<file path="config.mk">
export PLATFORM = sky130hd
export DESIGN_NAME = dma_chan_engine
export DESIGN_NICKNAME = d
export VERILOG_FILES = /design/src/rtl/dma_chan_pkg.sv /design/src/rtl/dma_chan_dp.sv /design/src/rtl/dma_chan_ctrl.sv /design/src/rtl/dma_chan_engine.sv
export SDC_FILE = /design/constraint.sdc
export NUM_CORES = 1
export LEC_CHECK = 0
export ABC_AREA = 1
export ABC_CLOCK_PERIOD_IN_PS = 6000
export CORE_UTILIZATION = 45
export DETAILED_ROUTE_END_ITERATION = 10
export PLACE_DENSITY = 0.72
export SYNTH_ARGS = -nofsm -noshare
export SYNTH_HDL_FRONTEND = slang
export SYNTH_SLANG_ARGS = --single-unit
</file>
<file path="constraint.sdc">
create_clock -name clk -period 6 [get_ports clk]
set_input_delay 0.9 -clock clk [delete_from_list [all_inputs] [get_ports clk]]
set_output_delay 0.9 -clock clk [all_outputs]
set_load 0.005 [all_outputs]
</file>
<file path="src/rtl/dma_chan_pkg.sv">
package dma_chan_pkg;
  localparam int ADDR_W = 24;
  localparam int DATA_W = 32;

  typedef enum logic [1:0] {
    MODE_BURST  = 2'd0,
    MODE_SLICED = 2'd1,
    MODE_LIST   = 2'd2,
    MODE_RSVD   = 2'd3
  } syncMode_e;

  typedef enum logic [2:0] {
    ST_IDLE, ST_WAITREQ, ST_HEAD, ST_FETCH, ST_SEND, ST_TAKE, ST_STORE
  } engState_e;

  // control fields extracted from a register write
  typedef struct packed {
    logic      trig;
    logic      busy;
    syncMode_e mode;
    logic      step;
    logic      dir;
  } ctlFields_t;

  // strobes from sequencer to datapath
  typedef struct packed {
    logic start;
    logic stepAddr;
    logic blockEnd;
    logic headLoad;
    logic nodeJump;
    logic latchMem;
    logic latchPer;
  } dpStrobe_t;
endpackage

</file>
<file path="src/rtl/dma_chan_dp.sv">
module dma_chan_dp
  import dma_chan_pkg::*;
#(
  parameter int AW = ADDR_W,
  parameter int DW = DATA_W
) (
  input  logic          clk,
  input  logic          rstN,
  input  dpStrobe_t     strb,
  input  logic          stepBack,
  input  logic          running,
  input  logic          regWrEn,
  input  logic [1:0]    regSel,
  input  logic [DW-1:0] regWrData,
  input  logic [DW-1:0] memRdData,
  input  logic [DW-1:0] perRxData,
  output logic [AW-1:0] addrQ,
  output logic [DW-1:0] blkQ,
  output logic [AW-1:0] curQ,
  output logic [DW-1:0] dataQ,
  output logic          lastWord,
  output logic          lastBlock,
  output logic          headEmpty,
  output logic          markerHit
);
  localparam int CW = DW / 2;   // width of a count field
  localparam int HC = DW - AW;  // width of the header payload count

  logic [AW-1:0] nextQ, curStep;
  logic [CW:0]   wordCnt, blkWords;

  always_comb begin
    curStep  = stepBack ? curQ - AW'(4) : curQ + AW'(4);
    blkWords = (blkQ[CW-1:0] == '0) ? {1'b1, {CW{1'b0}}} : {1'b0, blkQ[CW-1:0]};
  end

  always_ff @(posedge clk) begin
    if (!rstN) begin
      addrQ <= '0; blkQ <= '0; curQ <= '0; nextQ <= '0;
      dataQ <= '0; wordCnt <= '0;
    end else begin
      if (!running && regWrEn) begin
        if (regSel == 2'd0) addrQ <= regWrData[AW-1:0];
        if (regSel == 2'd1) blkQ  <= regWrData;
      end
      if (strb.start) begin
        curQ    <= {addrQ[AW-1:2], 2'b00};
        wordCnt <= blkWords;
      end
      if (strb.latchMem) dataQ <= memRdData;
      if (strb.latchPer) dataQ <= perRxData;
      if (strb.headLoad) begin
        nextQ   <= memRdData[AW-1:0];
        wordCnt <= {{(CW+1-HC){1'b0}}, memRdData[DW-1:AW]};
        curQ    <= curStep;
      end
      if (strb.stepAddr) begin
        curQ    <= curStep;
        wordCnt <= wordCnt - (CW+1)'(1);
      end
      if (strb.blockEnd) begin
        addrQ          <= {curStep[AW-1:2], 2'b00};
        blkQ[DW-1:CW]  <= blkQ[DW-1:CW] - (DW-CW)'(1);
        wordCnt        <= blkWords;
      end
      if (strb.nodeJump) begin
        addrQ <= {nextQ[AW-1:2], 2'b00};
        curQ  <= {nextQ[AW-1:2], 2'b00};
      end
    end
  end

  assign lastWord  = (wordCnt == (CW+1)'(1));
  assign headEmpty = (wordCnt == '0);
  assign lastBlock = (blkQ[DW-1:CW] == (DW-CW)'(1));
  assign markerHit = nextQ[AW-1];
endmodule

</file>
<file path="src/rtl/dma_chan_ctrl.sv">
module dma_chan_ctrl
  import dma_chan_pkg::*;
#(
  parameter int DW = DATA_W
) (
  input  logic          clk,
  input  logic          rstN,
  input  logic          ctlWrEn,
  input  ctlFields_t    ctlIn,
  input  logic          grant,
  input  logic          memAck,
  input  logic          perDrq,
  input  logic          perTxReady,
  input  logic          perRxValid,
  input  logic          lastWord,
  input  logic          lastBlock,
  input  logic          headEmpty,
  input  logic          markerHit,
  output dpStrobe_t     strb,
  output logic [DW-1:0] ctlWord,
  output logic          running,
  output logic          busyQ,
  output logic          stepQ,
  output syncMode_e     modeQ,
  output logic          memReq,
  output logic          memWr,
  output logic          perTxValid,
  output logic          perRxTake,
  output logic          donePulse
);
  engState_e state, stNext, firstSt, nextWordSt;
  logic dirQ, trigQ, abortQ, finish, wordDone;

  assign running = (state != ST_IDLE);
  assign ctlWord = {3'b0, trigQ, 3'b0, busyQ, 13'b0, modeQ, 7'b0, stepQ, dirQ};

  always_comb begin
    strb = '0; stNext = state; finish = 1'b0; wordDone = 1'b0;
    memReq = 1'b0; memWr = 1'b0; perTxValid = 1'b0; perRxTake = 1'b0;
    firstSt    = dirQ ? ST_FETCH : ST_TAKE;
    nextWordSt = (modeQ == MODE_LIST) ? ST_FETCH : firstSt;
    case (state)
      ST_IDLE:
        if (busyQ && (modeQ == MODE_SLICED || modeQ == MODE_LIST ||
                      (modeQ == MODE_BURST && trigQ))) begin
          strb.start = 1'b1;
          stNext = (modeQ == MODE_BURST)  ? firstSt :
                   (modeQ == MODE_SLICED) ? ST_WAITREQ : ST_HEAD;
        end
      ST_WAITREQ:
        if (abortQ) finish = 1'b1;
        else if (perDrq) stNext = firstSt;
      ST_HEAD: begin
        memReq = grant;
        if (grant && memAck) begin
          strb.headLoad = 1'b1;
          stNext = ST_FETCH;
        end
      end
      ST_FETCH:
        if (headEmpty) begin
          strb.nodeJump = 1'b1;
          if (markerHit || abortQ) finish = 1'b1;
          else stNext = ST_HEAD;
        end else begin
          memReq = grant;
          if (grant && memAck) begin
            strb.latchMem = 1'b1;
            stNext = ST_SEND;
          end
        end
      ST_SEND: begin
        perTxValid = 1'b1;
        wordDone   = perTxReady;
      end
      ST_TAKE:
        if (abortQ) finish = 1'b1;
        else if (perRxValid) begin
          perRxTake = 1'b1;
          strb.latchPer = 1'b1;
          stNext = ST_STORE;
        end
      ST_STORE: begin
        memReq = grant;
        memWr  = grant;
        wordDone = grant && memAck;
      end
      default: stNext = ST_IDLE;
    endcase

    if (wordDone) begin
      strb.stepAddr = 1'b1;
      if (modeQ == MODE_LIST) begin
        if (lastWord) begin
          strb.nodeJump = 1'b1;
          if (markerHit || abortQ) finish = 1'b1;
          else stNext = ST_HEAD;
        end else if (abortQ) finish = 1'b1;
        else stNext = nextWordSt;
      end else if (!lastWord) begin
        if (abortQ) finish = 1'b1;
        else stNext = nextWordSt;
      end else if (modeQ == MODE_SLICED) begin
        strb.blockEnd = 1'b1;
        if (lastBlock || abortQ) finish = 1'b1;
        else stNext = ST_WAITREQ;
      end else finish = 1'b1;
    end
    if (finish) stNext = ST_IDLE;
  end

  always_ff @(posedge clk) begin
    if (!rstN) begin
      state <= ST_IDLE; donePulse <= 1'b0;
      dirQ <= 1'b0; stepQ <= 1'b0; modeQ <= MODE_BURST;
      busyQ <= 1'b0; trigQ <= 1'b0; abortQ <= 1'b0;
    end else begin
      state     <= stNext;
      donePulse <= finish;
      if (finish) busyQ <= 1'b0;
      if (strb.start) begin
        trigQ  <= 1'b0;
        abortQ <= 1'b0;
      end
      if (ctlWrEn) begin
        if (!running) begin
          dirQ <= ctlIn.dir; stepQ <= ctlIn.step; modeQ <= ctlIn.mode;
          busyQ <= ctlIn.busy; trigQ <= ctlIn.trig;
        end else if (!ctlIn.busy) abortQ <= 1'b1;
      end
    end
  end
endmodule

</file>
<file path="src/rtl/dma_chan_engine.sv">
module dma_chan_engine
  import dma_chan_pkg::*;
#(
  parameter int AW = ADDR_W,
  parameter int DW = DATA_W
) (
  input  logic          clk,
  input  logic          rstN,
  input  logic          regWrEn,
  input  logic [1:0]    regSel,
  input  logic [DW-1:0] regWrData,
  output logic [DW-1:0] regRdData,
  input  logic          grant,
  output logic          memReq,
  output logic          memWr,
  output logic [AW-1:0] memAddr,
  output logic [DW-1:0] memWrData,
  input  logic [DW-1:0] memRdData,
  input  logic          memAck,
  input  logic          perDrq,
  output logic          perTxValid,
  output logic [DW-1:0] perTxData,
  input  logic          perTxReady,
  input  logic          perRxValid,
  input  logic [DW-1:0] perRxData,
  output logic          perRxTake,
  output logic          donePulse
);
  dpStrobe_t     strb;
  ctlFields_t    ctlIn;
  syncMode_e     modeQ;
  logic [DW-1:0] ctlWord, blkQ, dataQ;
  logic [AW-1:0] addrQ, curQ;
  logic running, busyNow, stepQ, lastWord, lastBlock, headEmpty, markerHit;
  logic [1:0] modeNow;

  assign ctlIn = '{trig: regWrData[28], busy: regWrData[24],
                   mode: syncMode_e'(regWrData[10:9]),
                   step: regWrData[1], dir: regWrData[0]};
  assign modeNow = modeQ;

  dma_chan_ctrl #(.DW(DW)) u_ctrl (
    .clk(clk), .rstN(rstN), .ctlWrEn(regWrEn && regSel == 2'd2), .ctlIn(ctlIn),
    .grant(grant), .memAck(memAck), .perDrq(perDrq), .perTxReady(perTxReady),
    .perRxValid(perRxValid), .lastWord(lastWord), .lastBlock(lastBlock),
    .headEmpty(headEmpty), .markerHit(markerHit), .strb(strb), .ctlWord(ctlWord),
    .running(running), .busyQ(busyNow), .stepQ(stepQ), .modeQ(modeQ),
    .memReq(memReq), .memWr(memWr), .perTxValid(perTxValid),
    .perRxTake(perRxTake), .donePulse(donePulse)
  );

  dma_chan_dp #(.AW(AW), .DW(DW)) u_dp (
    .clk(clk), .rstN(rstN), .strb(strb), .stepBack(stepQ), .running(running),
    .regWrEn(regWrEn), .regSel(regSel), .regWrData(regWrData),
    .memRdData(memRdData), .perRxData(perRxData), .addrQ(addrQ), .blkQ(blkQ),
    .curQ(curQ), .dataQ(dataQ), .lastWord(lastWord), .lastBlock(lastBlock),
    .headEmpty(headEmpty), .markerHit(markerHit)
  );

  assign memAddr   = curQ;
  assign memWrData = dataQ;
  assign perTxData = dataQ;

  always_comb
    case (regSel)
      2'd0:    regRdData = {{(DW-AW){1'b0}}, addrQ};
      2'd1:    regRdData = blkQ;
      2'd2:    regRdData = ctlWord;
      default: regRdData = '0;
    endcase
endmodule

</file>
# Yosys cells after proc, flatten, opt, wreduce, memory -nomap -nowiden
# Cells that the tools add are included.
[classes] muxes=86 addsub=4 reduce_logical=35 bitwise_logic=2 eq_ne=12
[ops] operator="$mux W24" count=9
[ops] operator="$mux W32" count=4
[ops] operator="$pmux W32 S3" count=1
[ops] operator="$mux W17" count=5
[ops] operator="$mux W3" count=20
[ops] operator="$mux W1" count=39
[ops] operator="$add A24 B3 Y24 const B" count=1
[ops] operator="$sub A24 B3 Y24 const B" count=1
[ops] operator="$pmux W3 S6" count=1
[ops] operator="$eq A17 B1 Y1 const B" count=1
[ops] operator="$logic_not A17 Y1" count=1
[ops] operator="$sub A17 B1 Y17 const B" count=1
[ops] operator="$eq A16 B1 Y1 const B" count=1
[ops] operator="$logic_not A16 Y1" count=1
[ops] operator="$mux W16" count=1
[ops] operator="$sub A16 B1 Y16 const B" count=1
[ops] operator="$reduce_bool A3 Y1" count=4
[ops] operator="$reduce_and A2 Y1" count=5
[ops] operator="$reduce_or A2 Y1" count=5
[ops] operator="$eq A3 B3 Y1 const B" count=3
[ops] operator="$reduce_bool A4 Y1" count=2
[ops] operator="$eq A3 B2 Y1 const B" count=2
[ops] operator="$mux W2" count=3
[ops] operator="$pmux W1 S2" count=3
[ops] operator="other kinds (11)" count=24
[word_totals] output_inout_bits=125 reg_bits=164

# Depth between registers and ports, before layout
[logic_depth] depth_word=12 mapped_depth=14 ltp_nobuf=14

# Modules after synthesis
# A second synthesis with hierarchy kept.
[hier_totals] hier_cells=1795 hier_area_um2=11350.9
[by_module_without_submodules] module="dma_chan_dp" seq_area_each_um2=3022.9 n_inst=1 area_each_um2=9217.6 cells_per_inst=1443
[by_module_without_submodules] module="dma_chan_ctrl" seq_area_each_um2=220.2 n_inst=1 area_each_um2=1171.1 cells_per_inst=182
[by_module_without_submodules] module="dma_chan_engine" seq_area_each_um2=0.0 n_inst=1 area_each_um2=962.2 cells_per_inst=170

# Least setup slack after synthesis
# OpenSTA, ideal clock, no wires.
[synth_path] kind="input-to-output" start="input port regSel[0]" end="output port regRdData[16]" path_stages=6 t_required_ns=5.100 t_arrival_ns=1.833 path_slack_ns=3.267 cell_sequence="inv_1 -> nor2_1 -> clkbuf_1 -> inv_1 -> clkbuf_1 -> o21ai_0"
[synth_between] elab_chain_len=2
[synth_lines] element="start: declaration" line_no="dma_chan_engine.sv:10" source="input logic [1:0] regSel,"
[synth_lines] element="$eq A2 B2 Y1 (tied with other cells)" line_no="dma_chan_engine.sv:65" source="case (regSel)"
[synth_lines] element="$pmux W32 S3 *" line_no="dma_chan_engine.sv:65"
[synth_lines] element="end: declaration" line_no="dma_chan_engine.sv:12" source="output logic [DW-1:0] regRdData,"
# Every way passes the cells marked *; elsewhere a longest branch is shown, timed or not.

# Final worst setup path
[layout_path] start="input port regSel[1]" end="output port regRdData[17]"
# Same word-level chain as after synthesis.

==> run summary <==
The run finished with clean final reports. The time the final worst path needs with I/O delays and setup is 3.88 ns. The kind of path behind the tightest hold check is register to register.

The measured slew at the worst slew-check pin came out at 0.997 ns. Leaving out fill and tap cells, the most frequent cell in the layout is sky130_fd_sc_hd__nand2_1. The worst-path cell with the longest stage delay was sky130_fd_sc_hd__inv_1. The synthesized netlist devotes 33.5% of its cell area to simple gates. The area share of xor/xnor cells in the synthesized design was 1.84%; the final hold violation count was 0.

The cell sitting at the root of the clock tree is a sky130_fd_sc_hd__clkbuf_16. Hold repair after CTS inserted 0 buffers. The peak ir drop on the vdd network is 0.175 mV, and the share of final-layout standard cells stronger than drive strength 1 is 3.84%. The number of H-tree levels is 4.

After detailed routing, the total wire length is 36600 microns. The maximum achievable frequency is 258 MHz, and the period utilization is 64.6%. For the max-slew violation count, the log shows 0. The number of gates resized after CTS was 0.

TritonCTS created 17 clock buffers. The path length in cells of the critical path was 6. The tools report the sum of overflow across all layers after global routing as 0. The average instance in the mapped netlist occupies 6.17 sq um.

The number of storage elements in the synthesis netlist was 162. The max-cap check violation count is 0, and the post-synthesis sequential area ratio is 30.9%. The worst hold path was traced through 2 stages. Summing over every cut layer, the via total after detailed routing is 11700. The top cell types in the final layout, fill and taps aside, are sky130_fd_sc_hd__nand2_1 (477), sky130_fd_sc_hd__clkdlybuf4s50_1 (229), sky130_fd_sc_hd__inv_1 (205), sky130_fd_sc_hd__nor2_1 (204), sky130_fd_sc_hd__dfxtp_1 (162). TritonCTS built the clock tree. Compared with the post-synthesis result, the final layout area differs by 26.8%. Summing the areas of all fa, ha and maj instances in the mapped netlist gives 3.53% of the synthesized area. The logs give 99 for the pin count of the biggest net entering global routing and 0 for the residual antenna-violating net count after detailed routing. Setup repair after global routing left no endpoint under its margin. For the final routed database, the setup TNS stands at 0 ns. The worst setup path is captured at an output pin. Global routing used 30.6% of the available tracks. Post-synth net total: 1838.

Across all hold checks on the routed design, the worst slack comes to 0.449 ns. The mux share of post-synthesis cell area was 0%. The tools report the number of distinct library cell variants in the gate-level netlist after synthesis as 40. The cell area after layout is 13300 sq um. The largest single stage delay on the critical path is 0.62 ns. Clock-pin slew was measured on the worst setup and hold paths at 0.07 ns. OpenSTA, run right after detailed placement, puts the worst setup slack at 2.13 ns.

The floorplan step defined a core boundary enclosing 22800 sq um. The logs give 2.12 ns for the least setup slack across all paths after layout and 0.0151 ns for the worst clock skew on the final layout. During I/O placement, the number of pins put on the boundary was 231.

The width of the die was 155 microns; the via count of the first global-routing pass was 10800. Measured against its own limit, the worst slew margin works out to 33.4%. Summing the areas of all compound-gate instances in the mapped netlist gives 17.4% of the synthesized area.

Setup violations remaining at the end of the flow were counted as 0. The die covers 23900 sq um. In this run the worst path has a maximum fanout of 30. Start-to-end type of the worst setup path: input pin to output pin. Once the clock tree was built, the setup fixing pass inserted 0 buffers. By instance count, the cell type seen most on the critical path is sky130_fd_sc_hd__clkdlybuf4s50_1. The die is 155 microns tall.

After detailed routing, the number of remaining DRC violations is 0. Synthesis produced a netlist whose cell count is 1703. The static leakage was 5.82 nW; the worst-skew pair later-pin latency was 0.44 ns.

The initialized floorplan defines 55 standard-cell rows. For this run, the leading register cell type out of synthesis is sky130_fd_sc_hd__dfxtp_1. The count of yosys warnings during synthesis is 0. The routed length per placed instance came out at 16.7 microns.

The number of detailed-routing iterations run before antenna repair was 5; the number of cells on the worst reg-to-reg path was 10. The half-perimeter wire length of the detailed placement result came out at 27800 microns. Launching element type of the critical path: an input pin. The global placement routability congestion was 0.967.

The cell area that synthesis handed to floorplanning was 10500 sq um. 0 antenna diodes ended up in the layout. The average via count per standard cell is 5.37. Traced cell by cell, the critical path runs through clkdlybuf4s50_1 -> nor2_1 -> buf_4 -> inv_1 -> o21ai_0 -> clkdlybuf4s50_1. The number of flops mapped to enable cells by yosys came out at 0.

Clock tree synthesis found a total of 162 sinks. In this run the power density over the cells is 195 nW/um^2. Among cell families on the critical path, the largest total delay comes from buffers and inverters. Counting along the longest clock path gives a buffer depth of 2. Data required time of the worst path: 5.10 ns. The count of input and output buffers was 230.

The number of buffers and inverters on the critical path is 4. The cell area after placement is 12700 sq um, and the number of fill cells is 2273. The number of antenna violations at the first check in global routing is 1, and the effective utilization at floorplan is 46.1%.

The tools report the final instance count without filler cells as 2187. The first global-routing pass estimated 57200 microns of wire. The fraction of registers with async set/reset was 0%; the number of nets at the end of the flow was 1996. The number of placed instances with taps included came out at 2155. After synthesis, the largest family of logic cells by area is simple AND/OR/NAND/NOR gates. Data on the critical path arrives at its endpoint at 2.98 ns.

For the starting DRC count in detailed routing, the log shows 1021.
## where the power goes
| group | switching (mW) | internal [mW] | leakage [nW] | total, mW |
|---|---|---|---|---|
| Combinational | 0.227 | 0.163 | 4.22 | 0.390 |
| Sequential | 0.0218 | 1.10 | 1.31 | 1.12 |
| Clock | 0.530 | 0.559 | 0.282 | 1.09 |
## stage by stage
| stage | total power, mW | utilization, % |
|---|---|---|
| 2_1_floorplan | 1.36 | - |
| 3_3_place_gp | 1.53 | 55.8 |
| 3_5_place_dp | 1.53 | 55.8 |
| 4_1_cts | 2.60 | 58.4 |
| 5_1_grt | 2.69 | 58.4 |
| 6_report | 2.60 | 58.4 |
## tightest hold or removal path, delay by kind of cell, from the launching register on
kind	cells	cell delay, ns
flip-flops	1	0.32
AND/OR/NAND/NOR	2	0.10
## logic make-up after synthesis
kind of cell	count (synthesis)
adders and majority gates	29
AOI/OAI and AO/OA	332
xor gates and xnor gates	22
buffers and inverters	313
DFF	162
and+or+nand+nor	845
## cell type report
cell class              count  area, sq um  share of cell area, %
multi-input cells        1228         5910                   44.4
flip-flops and latches    162         3240                   24.4
repair buffers            240         2370                   17.8
inverters                 212          798                   6.00
clock buffers              17          425                   3.20
well taps                 313          392                   2.94
clock inverters            15          166                   1.25
## sequential cells by signal, summed over array words and instances, names as in the netlist, named ones only
name              count
u_dp.wordCnt         17
u_dp.blkQ            32
u_ctrl.busyQ          1
u_dp.dataQ           32
u_ctrl.donePulse      1
u_ctrl.stepQ          1
u_dp.nextQ           22
u_ctrl.abortQ         1
u_ctrl.trigQ          1
u_dp.addrQ           24
u_ctrl.state          3
u_ctrl.modeQ          2
u_ctrl.dirQ           1
u_dp.curQ            22
## path summary, 6_finish.rpt
path              startpoint            end  slack (ns)
max                regSel[1]  regRdData[17]        2.12
min                 register       register        0.45
max reg2reg  u_dp.wordCnt[1]  u_dp.curQ[19]        3.00
min reg2reg         register       register        0.45
## routing by layer
layer	routed length, microns	global-route usage [%]	vias to the layer above
li1	-	-	5770
met3	2880	5.35	90
met5	13	0	-
met4	1580	14.9	2
met2	16400	49.6	538
met1	15700	39.2	5347
## Yosys cell counts, types with 3 or more instances
library cell	n	area, sq um
sky130_fd_sc_hd__a21oi_1	96	480
sky130_fd_sc_hd__nand2_1	478	1790
sky130_fd_sc_hd__o22ai_1	14	87.6
sky130_fd_sc_hd__nand2_2	6	37.5
sky130_fd_sc_hd__nand4_1	19	119
sky130_fd_sc_hd__ha_1	28	350
sky130_fd_sc_hd__clkbuf_1	42	158
sky130_fd_sc_hd__nand3_1	103	515
sky130_fd_sc_hd__o21bai_1	6	45.0
sky130_fd_sc_hd__nand3_4	3	52.6
sky130_fd_sc_hd__inv_1	205	769
sky130_fd_sc_hd__buf_2	22	110
sky130_fd_sc_hd__xnor2_1	4	35.0
sky130_fd_sc_hd__inv_2	6	22.5
sky130_fd_sc_hd__o21a_1	7	52.6
sky130_fd_sc_hd__nor3_1	13	65.1
sky130_fd_sc_hd__dfxtp_1	162	3240
sky130_fd_sc_hd__o21ai_0	139	696
sky130_fd_sc_hd__nor2_1	204	766
sky130_fd_sc_hd__nor2_2	3	18.8
sky130_fd_sc_hd__xor2_1	18	158
sky130_fd_sc_hd__o221ai_1	4	35.0
sky130_fd_sc_hd__a31oi_1	50	313
sky130_fd_sc_hd__a21boi_0	3	22.5
sky130_fd_sc_hd__o211ai_1	9	67.6
sky130_fd_sc_hd__buf_4	34	255
sky130_fd_sc_hd__nor2_4	3	33.8
sky130_fd_sc_hd__nand3b_1	4	30.0
No activity file was read; power rests on OpenSTA's default activity.
